==> config.mk <==
export PLATFORM = sky130hd
export DESIGN_NAME = serial_pattern_matcher
export DESIGN_NICKNAME = d
export VERILOG_FILES = /design/src/rtl/smatch_pkg.sv /design/src/rtl/smatch_clkdiv.sv /design/src/rtl/smatch_seqctr.sv /design/src/rtl/smatch_window.sv /design/src/rtl/serial_pattern_matcher.sv
export SDC_FILE = /design/constraint.sdc
export NUM_CORES = 1
export LEC_CHECK = 0
export CAP_MARGIN = 20
export CELL_PAD_IN_SITES_DETAIL_PLACEMENT = 1
export CELL_PAD_IN_SITES_GLOBAL_PLACEMENT = 2
export CORE_ASPECT_RATIO = 1.75
export CORE_MARGIN = 8
export CORE_UTILIZATION = 30
export DETAILED_ROUTE_END_ITERATION = 8
export PLACE_DENSITY = 0.8
export SYNTH_ARGS = -nofsm -noshare
export SYNTH_HDL_FRONTEND = slang
export SYNTH_SLANG_ARGS = --single-unit
==> constraint.sdc <==
create_clock -name clk -period 3.15 [get_ports clk]
set_input_delay 0.63 -clock clk [delete_from_list [all_inputs] [get_ports clk]]
set_output_delay 0.63 -clock clk [all_outputs]
set_load 0.05 [all_outputs]
==> src/rtl/smatch_pkg.sv <==
package smatch_pkg;

  typedef enum logic {
    SCLK_LO = 1'b0,
    SCLK_HI = 1'b1
  } sclk_e;

  // Reference clocks between two shifts for a given divider compare.
  function automatic int unsigned sm_period(input int unsigned dcmp);
    return 2 * (dcmp + 1);
  endfunction

  // Sequence-counter compare that allows exactly n shifts.
  function automatic int unsigned sm_limit(input int unsigned n);
    return 2 * n - 1;
  endfunction

endpackage

==> src/rtl/smatch_clkdiv.sv <==
module smatch_clkdiv
  import smatch_pkg::*;
#(
  parameter int DIV_W = 16
) (
  input  logic             clk,
  input  logic             rst,
  input  logic             restart,
  input  logic [DIV_W-1:0] div_cmp,
  output logic             tog,
  output logic             fall
);

  logic [DIV_W-1:0] cnt_q;
  sclk_e            ph_q;

  // Shift clock toggles when the half-period count is reached.
  assign tog  = !rst && !restart && (cnt_q >= div_cmp);
  assign fall = tog && (ph_q == SCLK_HI);

  always_ff @(posedge clk) begin
    if (rst || restart) begin
      cnt_q <= '0;
      ph_q  <= SCLK_LO;
    end else if (tog) begin
      cnt_q <= '0;
      ph_q  <= (ph_q == SCLK_HI) ? SCLK_LO : SCLK_HI;
    end else begin
      cnt_q <= cnt_q + DIV_W'(1);
    end
  end

endmodule

==> src/rtl/smatch_seqctr.sv <==
module smatch_seqctr #(
  parameter int CNT_W = 16
) (
  input  logic             clk,
  input  logic             rst,
  input  logic             restart,
  input  logic             tog,
  input  logic             fall,
  input  logic [CNT_W-1:0] shift_cmp,
  output logic             shift_en,
  output logic             stopped,
  output logic [CNT_W-1:0] edge_cnt
);

  logic [CNT_W-1:0] cnt_q;
  logic             stop_q;

  // The edge that reaches the limit still performs its shift.
  assign shift_en = fall && !stop_q;
  assign stopped  = stop_q;
  assign edge_cnt = cnt_q;

  always_ff @(posedge clk) begin
    if (rst || restart) begin
      cnt_q  <= '0;
      stop_q <= 1'b0;
    end else if (tog && !stop_q) begin
      if (cnt_q == shift_cmp) begin
        stop_q <= 1'b1;
      end else begin
        cnt_q <= cnt_q + CNT_W'(1);
      end
    end
  end

endmodule

==> src/rtl/smatch_window.sv <==
module smatch_window #(
  parameter int WIN_W = 16
) (
  input  logic             clk,
  input  logic             rst,
  input  logic             shift_en,
  input  logic             ser_in,
  input  logic [WIN_W-1:0] cmp,
  input  logic [WIN_W-1:0] msk,
  output logic [WIN_W-1:0] win,
  output logic             match
);

  logic [WIN_W-1:0] win_q;
  logic [WIN_W-1:0] win_nx;
  logic [WIN_W-1:0] bit_ok;
  logic             match_q;

  // Newest sample enters at the top of the window.
  assign win_nx = {ser_in, win_q[WIN_W-1:1]};

  for (genvar i = 0; i < WIN_W; i++) begin : g_cmp
    assign bit_ok[i] = msk[i] || (win_nx[i] == cmp[i]);
  end

  always_ff @(posedge clk) begin
    if (rst) begin
      win_q   <= '0;
      match_q <= 1'b0;
    end else if (shift_en) begin
      win_q   <= win_nx;
      match_q <= &bit_ok;
    end
  end

  assign win   = win_q;
  assign match = match_q;

endmodule

==> src/rtl/serial_pattern_matcher.sv <==
module serial_pattern_matcher
  import smatch_pkg::*;
#(
  parameter int WIN_W = 16,
  parameter int DIV_W = 16,
  parameter int CNT_W = 16
) (
  input  logic               clk,
  input  logic               rst,
  input  logic               ser_in,
  input  logic [2*WIN_W-1:0] pat_word,
  input  logic [DIV_W-1:0]   div_cmp,
  input  logic [CNT_W-1:0]   shift_cmp,
  input  logic               cnt_restart,
  output logic               match_o
);

  localparam int PAT_W = 2 * WIN_W;

  logic             restart_q;
  logic             restart_rise;
  logic             sclk_tog;
  logic             sclk_fall;
  logic             shift_evt;
  logic             seq_stopped;
  logic [CNT_W-1:0] edge_cnt;
  logic [WIN_W-1:0] win_q;

  always_ff @(posedge clk) begin
    if (rst) restart_q <= 1'b0;
    else     restart_q <= cnt_restart;
  end

  assign restart_rise = !rst && cnt_restart && !restart_q;

  smatch_clkdiv #(.DIV_W(DIV_W)) u_div (
    .clk     (clk),
    .rst     (rst),
    .restart (restart_rise),
    .div_cmp (div_cmp),
    .tog     (sclk_tog),
    .fall    (sclk_fall)
  );

  smatch_seqctr #(.CNT_W(CNT_W)) u_seq (
    .clk       (clk),
    .rst       (rst),
    .restart   (restart_rise),
    .tog       (sclk_tog),
    .fall      (sclk_fall),
    .shift_cmp (shift_cmp),
    .shift_en  (shift_evt),
    .stopped   (seq_stopped),
    .edge_cnt  (edge_cnt)
  );

  smatch_window #(.WIN_W(WIN_W)) u_win (
    .clk      (clk),
    .rst      (rst),
    .shift_en (shift_evt),
    .ser_in   (ser_in),
    .cmp      (pat_word[PAT_W-1:WIN_W]),
    .msk      (pat_word[WIN_W-1:0]),
    .win      (win_q),
    .match    (match_o)
  );

endmodule

==> out/results.tsv, run 1 <==
stage	metric	value	unit
critical_path	WS Path Type	primary input to flop	
synth	FFs w/ async S/R, synth	0	%
synth	Mapped Cells	328	
critical_path	CP startpoint kind	primary input	
detailed_routing	antenna-violating nets left	0	
synth	Post-synth top cells	51 x dfxtp_1, 39 x xnor2_1, 22 x nor2_1	
cts	CTS resizes	0	
pwr	P_leak	1.57	nW
critical_path	Largest stage delay, worst path	0.48	ns
worst_hold_path	launch point of the worst hold path	u_seq.edge_cnt[15]	
timing	setup TNS	0	ns
detailed_routing	# DRC	0	
cts	hold_buf cts	0	
critical_path	Worst Path Max Fanout	16	
die	Initial Utilization	30.9	%
cts	CTS tree	yes	
timing	Final Hold Fails	0	
cts	H-tree levels	2	
critical_path	reg2reg start	u_div.cnt_q[0]	
cells_and_area	Final nets	490	
cells_and_area	share of layout cells above drive strength 1	7.67	%
synth	Synthesis Warnings	0	
pwr	pwr/cell area	349	mW/mm^2
cells_and_area	fillers	1158	
place	I/O Buffers	68	
cts	Worst-path clk slew	0.07	ns
timing	Rel. slew slack	63.2	%
timing	Final setup viols	0	
timing	period utilisation layout	93.4	%
critical_path	r2r endpoint	u_win.win[3]	
synth	Synth Area per Inst	9.27	um^2
cts	CTS buffer count	5	
detailed_routing	Routed WL	8.31	mm
pwr	sequential cell fraction of total power	45.8	%
pwr	Total Power	1.42	mW
critical_path	WP data arrival	3.11	ns
global_route	vias in the first global route	2857	
pwr	combinational share of power	12.5	%
outcome	status	finished, final reports clean	
pwr	switching power	287	uW
timing	fmax	340	MHz
die	Die X	92.1	um
timing	max-slew violations	0	
global_route	grt total ovfl	0	
synth	synthesized flop and latch total	51	
timing	RSZ-0062 raised after global routing	no	
global_route	initial antenna violation count	0	
pwr	switch share	20.2	%
place	Placer Congestion	0.733	
global_route	first-pass GRT wire length	13.4	mm
synth	post-synthesis sequential area ratio	33.6	%
cts	CTS sink cnt	51	
detailed_routing	DR iter-0 viols	112	
cells_and_area	Core Util, Final	41.3	%
pwr	Clk pwr share	41.7	%
worst_hold_path	hold depth	2	
synth	Primary FF master, synth	dfxtp_1	
pwr	Peak VDD IR	227	uV
critical_path	Crit-path slowest cell	a2111o_1	
synth	top-count cell post-synth	dfxtp_1	
cts	Root Driver	clkbuf_16	
synth	count of different cell masters after synthesis	47	
timing	Clock Skew	0.00944	ns
detailed_routing	TritonRoute pass-1 iters	4	
global_route	largest net degree at the start of global routing	29	
die	Die Y-Extent	149	um
critical_path	flop-to-flop setup slack	0.57	ns
critical_path	Worst Reg-to-Reg Cells	8	
critical_path	Worst Setup End Kind	flop	
die	IO Pins	69	
die	core area	0.00985	mm^2
worst_hold_path	Worst Hold Endpoint	u_seq.edge_cnt[15]	
synth	Yosys top cell by area	dfxtp_1	
cts	clk buf depth	2	
detailed_routing	Wirelength per Cell	15.7	um
synth	number of synthesized flops with an enable pin	0	
pwr	P_int	1.13	mW
cts	Setup Buffers After CTS	0	
cells_and_area	Sequential cell area	0.00102	mm^2
die	# rows	48	
synth	syn_nets	414	
cts	Skew-Pair Late Insertion Delay	0.28	ns
critical_path	critical-path cell list	clkdlybuf4s50_1, inv_1, ha_1, a21o_1, a211oi_1, o21ai_2, a2111o_1, nand4b_4, mux2_2	
cells_and_area	area delta synth->final	33.8	%
detailed_routing	Via Count	2587	
cells_and_area	Inserted Diodes	0	
synth	synth top area cells	dfxtp_1 34%, xnor2_1 11%, ha_1 7.4%, mux2_1 3.3%, nor2b_1 3.3%	
synth	Synth Cell Area	0.00304	mm^2
timing	Tmin final	2.94	ns
synth	Yosys top cell area share	33.6	%
worst_hold_path	Tightest Hold Check Type	flop to flop	
global_route	GRT Total Usage	12.1	%
die	die area	0.0137	mm^2
run	max cap viols	0	
critical_path	WP data required	3.32	ns
cells_and_area	multi-input logic area	0.00189	mm^2
place	post-detail-place hpwl	6.79	mm
timing	worst-margin pin slew	0.550	ns
detailed_routing	DR vias/cell	4.89	
[per-layer routing]
| metal | vias to the layer above | global-route usage [%] | wire length [um] |
|---|---|---|---|
| met5 | - | 0 | 0 |
| met4 | 0 | 4.30 | 131 |
| met3 | 6 | 2.92 | 310 |
| met2 | 35 | 24.5 | 4850 |
| met1 | 1232 | 11.1 | 3020 |
| li1 | 1314 | - | - |
[cells in the final DEF (no fill, tap or decap), types with 2 or more instances in the layout]
| cell type | netlist | layout |
|---|---|---|
| a2111oi_4 | 2 | 2 |
| a21o_1 | 3 | 3 |
| a21oi_1 | 15 | 15 |
| and3_1 | 10 | 10 |
| buf_4 | 0 | 10 |
| clkbuf_16 | 0 | 5 |
| clkdlybuf4s50_1 | 0 | 68 |
| dfxtp_1 | 51 | 51 |
| ha_1 | 18 | 18 |
| inv_1 | 18 | 18 |
| mux2_1 | 9 | 9 |
| mux2_2 | 6 | 6 |
| mux2i_1 | 6 | 6 |
| nand2_1 | 13 | 13 |
| nand2b_1 | 2 | 2 |
| nand3_1 | 15 | 15 |
| nand4_1 | 9 | 9 |
| nor2_1 | 22 | 22 |
| nor2b_1 | 16 | 16 |
| nor3_1 | 3 | 3 |
| nor4_1 | 3 | 3 |
| o211ai_1 | 2 | 2 |
| o21a_1 | 2 | 2 |
| o21ai_1 | 2 | 2 |
| o22ai_1 | 6 | 6 |
| o31ai_1 | 8 | 8 |
| or3_1 | 5 | 5 |
| or4_1 | 8 | 8 |
| xnor2_1 | 39 | 39 |
| xor2_1 | 8 | 8 |
[through the flow]
stage / hold slack (ns) / cells / area, um^2 / setup WS (ns)
floorplan: 0.437 / 328 / 3040 / 0.396
global placement: 0.464 / 522 / 3910 / -0.0645
detailed placement: 0.475 / 522 / 3910 / -0.110
CTS: 0.488 / 529 / 4070 / 0.182
global route: 0.509 / 529 / 4070 / 0.0927
finish: 0.485 / 529 / 4070 / 0.209
[cell families after synthesis]
family	synth area share [%]
adders and majority gates	7.41
buffers and inverters	4.28
and+or+nand+nor	22.2
xor gates and xnor gates	13.5
muxes	7.53
AOI/OAI and AO/OA	11.4
DFF	33.6
[critical path, delay by kind of cell]
| kind | cells | cell delay (ns) |
|---|---|---|
| adder cells (fa/ha/maj) | 1 | 0.30 |
| AO/OA/AOI/OAI | 4 | 1.06 |
| AND/OR/NAND/NOR | 1 | 0.26 |
| multiplexers | 1 | 0.37 |
| buffers and inverters | 2 | 0.49 |
[flip-flops by register name (all words and copies together) (netlist names)]
name,cells
u_div.ph_q,1
u_win.win,15
restart_q,1
u_seq.edge_cnt,16
u_seq.stopped,1
u_win.match,1
u_div.cnt_q,16
[final cells by class]
type / count / share of cell area [%]
flip-flops and latches: 51 / 25.1
clock inverters: 1 / 0.738
multi-input cells: 249 / 46.4
clock buffers: 6 / 3.17
repair buffers: 79 / 19.1
inverters: 18 / 1.66
well taps: 125 / 3.84
[worst max-delay path by stage]
stage               startpoint       endpoint  slack, ns  depth (start not counted)
floorplan           div_cmp[0]  u_win.win[10]       0.40                          8
global placement    div_cmp[5]   u_win.win[4]      -0.06                          9
detailed placement  div_cmp[5]   u_win.win[4]      -0.11                          9
CTS                 div_cmp[5]   u_win.win[4]       0.18                          9
global route        div_cmp[6]   u_win.win[1]       0.09                          9
finish              div_cmp[6]   u_win.win[3]       0.21                          9
[power by group through the flow]
stage / Sequential [mW] / Combinational (mW) / Clock [mW]
final: 0.650 / 0.178 / 0.592
after global routing: 0.650 / 0.193 / 0.646
after CTS: 0.650 / 0.182 / 0.613
after detailed placement: 0.665 / 0.180 / 0
after global placement: 0.665 / 0.176 / 0
after floorplan: 0.664 / 0.0729 / 0
Power figures use the tool's default switching activity.
==> inputs of run 2 (changes only) <==
--- a/config.mk
+++ b/config.mk
@@ -9,7 +9,7 @@
 export CELL_PAD_IN_SITES_DETAIL_PLACEMENT = 1
 export CELL_PAD_IN_SITES_GLOBAL_PLACEMENT = 2
 export CORE_ASPECT_RATIO = 1.75
-export CORE_MARGIN = 8
+export CORE_MARGIN = 3
 export CORE_UTILIZATION = 30
 export DETAILED_ROUTE_END_ITERATION = 8
 export PLACE_DENSITY = 0.8
==> run 2 against run 1 <==
Setup slack got worse by 0.0092 ns. Via count rose by 1.4%. Non-clock buffer count fell by 1. Clock skew is 0.0044 ns lower. Global-route usage grew 3.0 points. Largest power group unchanged.
==> out/results.tsv, run 2 (same netlist as run 1, synthesis figures left out) <==
stage	metric	value	unit	change
die	core area	0.00985	mm^2	unchanged
place	I/O Buffers	68		unchanged
place	Placer Congestion	0.766		+4.5%
pwr	switch share	21.1	%	+0.86 points
pwr	switching power	310	uW	+8.1%
pwr	pwr/cell area	361	mW/mm^2	+3.4%
global_route	first-pass GRT wire length	13.4	mm	-0.62%
pwr	P_leak	1.57	nW	+0.32%
die	Die Y-Extent	139	um	-6.7%
cells_and_area	share of layout cells above drive strength 1	7.92	%	+0.25 points
die	# rows	48		unchanged
pwr	combinational share of power	12.1	%	-0.4 points
cells_and_area	fillers	1160		+0.17%
timing	fmax	339	MHz	-0.31%
timing	Clock Skew	0.00506	ns	-0.00438 ns
timing	RSZ-0062 raised after global routing	no		
global_route	GRT Total Usage	15.1	%	+3.0 points
detailed_routing	TritonRoute pass-1 iters	3		-1
detailed_routing	# DRC	0		unchanged
cts	Skew-Pair Late Insertion Delay	0.29	ns	about the same
die	Initial Utilization	30.9	%	unchanged
critical_path	WS Path Type	primary input to flop		
critical_path	Worst Setup End Kind	flop		
timing	Tmin final	2.95	ns	+0.00920 ns
die	Die X	82.1	um	-11%
place	Cell Area, Placed	0.00390	mm^2	-0.19%
cts	CTS resizes	0		unchanged
detailed_routing	antenna-violating nets left	0		unchanged
timing	worst-margin pin slew	0.514	ns	-0.0361 ns
pwr	Peak VDD IR	176	uV	-22%
global_route	initial antenna violation count	0		unchanged
cts	CTS buffer count	5		unchanged
die	IO Pins	69		unchanged
detailed_routing	DR vias/cell	4.96		+1.4%
cells_and_area	Final nets	489		-0.20%
timing	max-slew violations	0		unchanged
pwr	P_int	1.16	mW	+2.5%
timing	Rel. slew slack	65.6	%	+2.4 points
pwr	sequential cell fraction of total power	44.2	%	-1.6 points
die	die area	0.0114	mm^2	-17%
detailed_routing	Via Count	2622		+1.4%
critical_path	CP startpoint kind	primary input		
critical_path	WP data required	3.33	ns	about the same
place	placed cells	521		-0.19%
cts	Root Driver	clkbuf_16		
cells_and_area	Inserted Diodes	0		unchanged
cells_and_area	most common cell after layout, fill and taps aside	clkdlybuf4s50_1		
critical_path	WP data arrival	3.13	ns	+0.02 ns
worst_hold_path	Tightest Hold Check Type	flop to flop		
cells_and_area	most frequent cells in the layout	68 x clkdlybuf4s50_1, 51 x dfxtp_1, 39 x xnor2_1		
global_route	grt total ovfl	0		unchanged
cts	CTS sink cnt	51		unchanged
detailed_routing	Routed WL	8.11	mm	-2.4%
timing	period utilisation layout	93.7	%	+0.29 points
timing	Final Hold Fails	0		unchanged
outcome	status	finished, final reports clean		
global_route	largest net degree at the start of global routing	29		unchanged
timing	setup TNS	0	ns	unchanged
cells_and_area	area delta synth->final	34.2	%	
detailed_routing	Wirelength per Cell	15.3	um	-2.4%
cts	Setup Buffers After CTS	0		unchanged
timing	Final setup viols	0		unchanged
critical_path	Worst Path Max Fanout	16		unchanged
cts	H-tree levels	2		unchanged
cells_and_area	Non-Filler Instances	529		unchanged
run	max cap viols	0		unchanged
detailed_routing	DR iter-0 viols	47		-58%
cts	CTS tree	yes		
cells_and_area	final instance area	0.00408	mm^2	+0.28%
place	post-detail-place hpwl	6.58	mm	-3.1%
cts	hold_buf cts	0		unchanged
global_route	vias in the first global route	2864		+0.25%
cts	clk buf depth	2		unchanged
cts	Worst-path clk slew	0.07	ns	about the same
pwr	Clk pwr share	43.7	%	+2.0 points
[run 2: final cells by class]
cell class	count	area [um^2]	area share, %
inverter	18	67.6	1.66
clock inverter	2	38.8	0.951
tap	125	156	3.83
clock buffer	6	139	3.40
sequential	51	1020	25.0
timing repair buffer	78	768	18.8
multi-input combinational	249	1890	46.3
[run 2: path summary, 6_finish.rpt]
path	start	endpoint	slack [ns]	cells past startpoint
worst min register to register	u_div.cnt_q[0]	u_div.cnt_q[0]	0.50	1
worst max-delay path	div_cmp[6]	u_win.win[3]	0.20	9
worst max register to register	u_div.cnt_q[0]	u_win.win[3]	0.58	8
worst min-delay path	u_div.cnt_q[0]	u_div.cnt_q[0]	0.50	1
[run 2: per-stage QoR]
| stage | util [%] | worst slack [ns] | hold WS, ns | power (mW) |
|---|---|---|---|---|
| after detailed placement | 39.6 | -0.128 | 0.486 | 0.846 |
| after floorplan | - | 0.396 | 0.437 | 0.737 |
| after global routing | 41.4 | 0.0568 | 0.539 | 1.53 |
| after global placement | 39.6 | -0.0577 | 0.467 | 0.841 |
| final | 41.4 | 0.200 | 0.496 | 1.47 |
| after CTS | 41.4 | 0.186 | 0.503 | 1.50 |
[run 2: power by group through the flow]
stage,Sequential (mW),Clock [mW],Combinational [mW]
6_report,0.650,0.643,0.179
3_3_place_gp,0.665,0,0.176
2_1_floorplan,0.664,0,0.0729
4_1_cts,0.650,0.664,0.182
5_1_grt,0.650,0.689,0.196
3_5_place_dp,0.665,0,0.181
[run 2: routing by layer]
| layer | wire length, um | track usage [%] | vias up |
|---|---|---|---|
| met1 | 2950 | 15.0 | 1259 |
| met4 | 183 | 5.78 | 0 |
| li1 | - | - | 1313 |
| met5 | 0 | 0 | - |
| met2 | 4770 | 29.4 | 38 |
| met3 | 204 | 2.41 | 12 |
[run 2: worst max-delay path, cell delays in order]
cell	delay, ns
clkdlybuf4s50_1	0.46
inv_1	0.04
ha_1	0.30
a21o_1	0.18
a211oi_1	0.29
o21ai_2	0.11
a2111o_1	0.48
nand4b_4	0.26
mux2_2	0.38
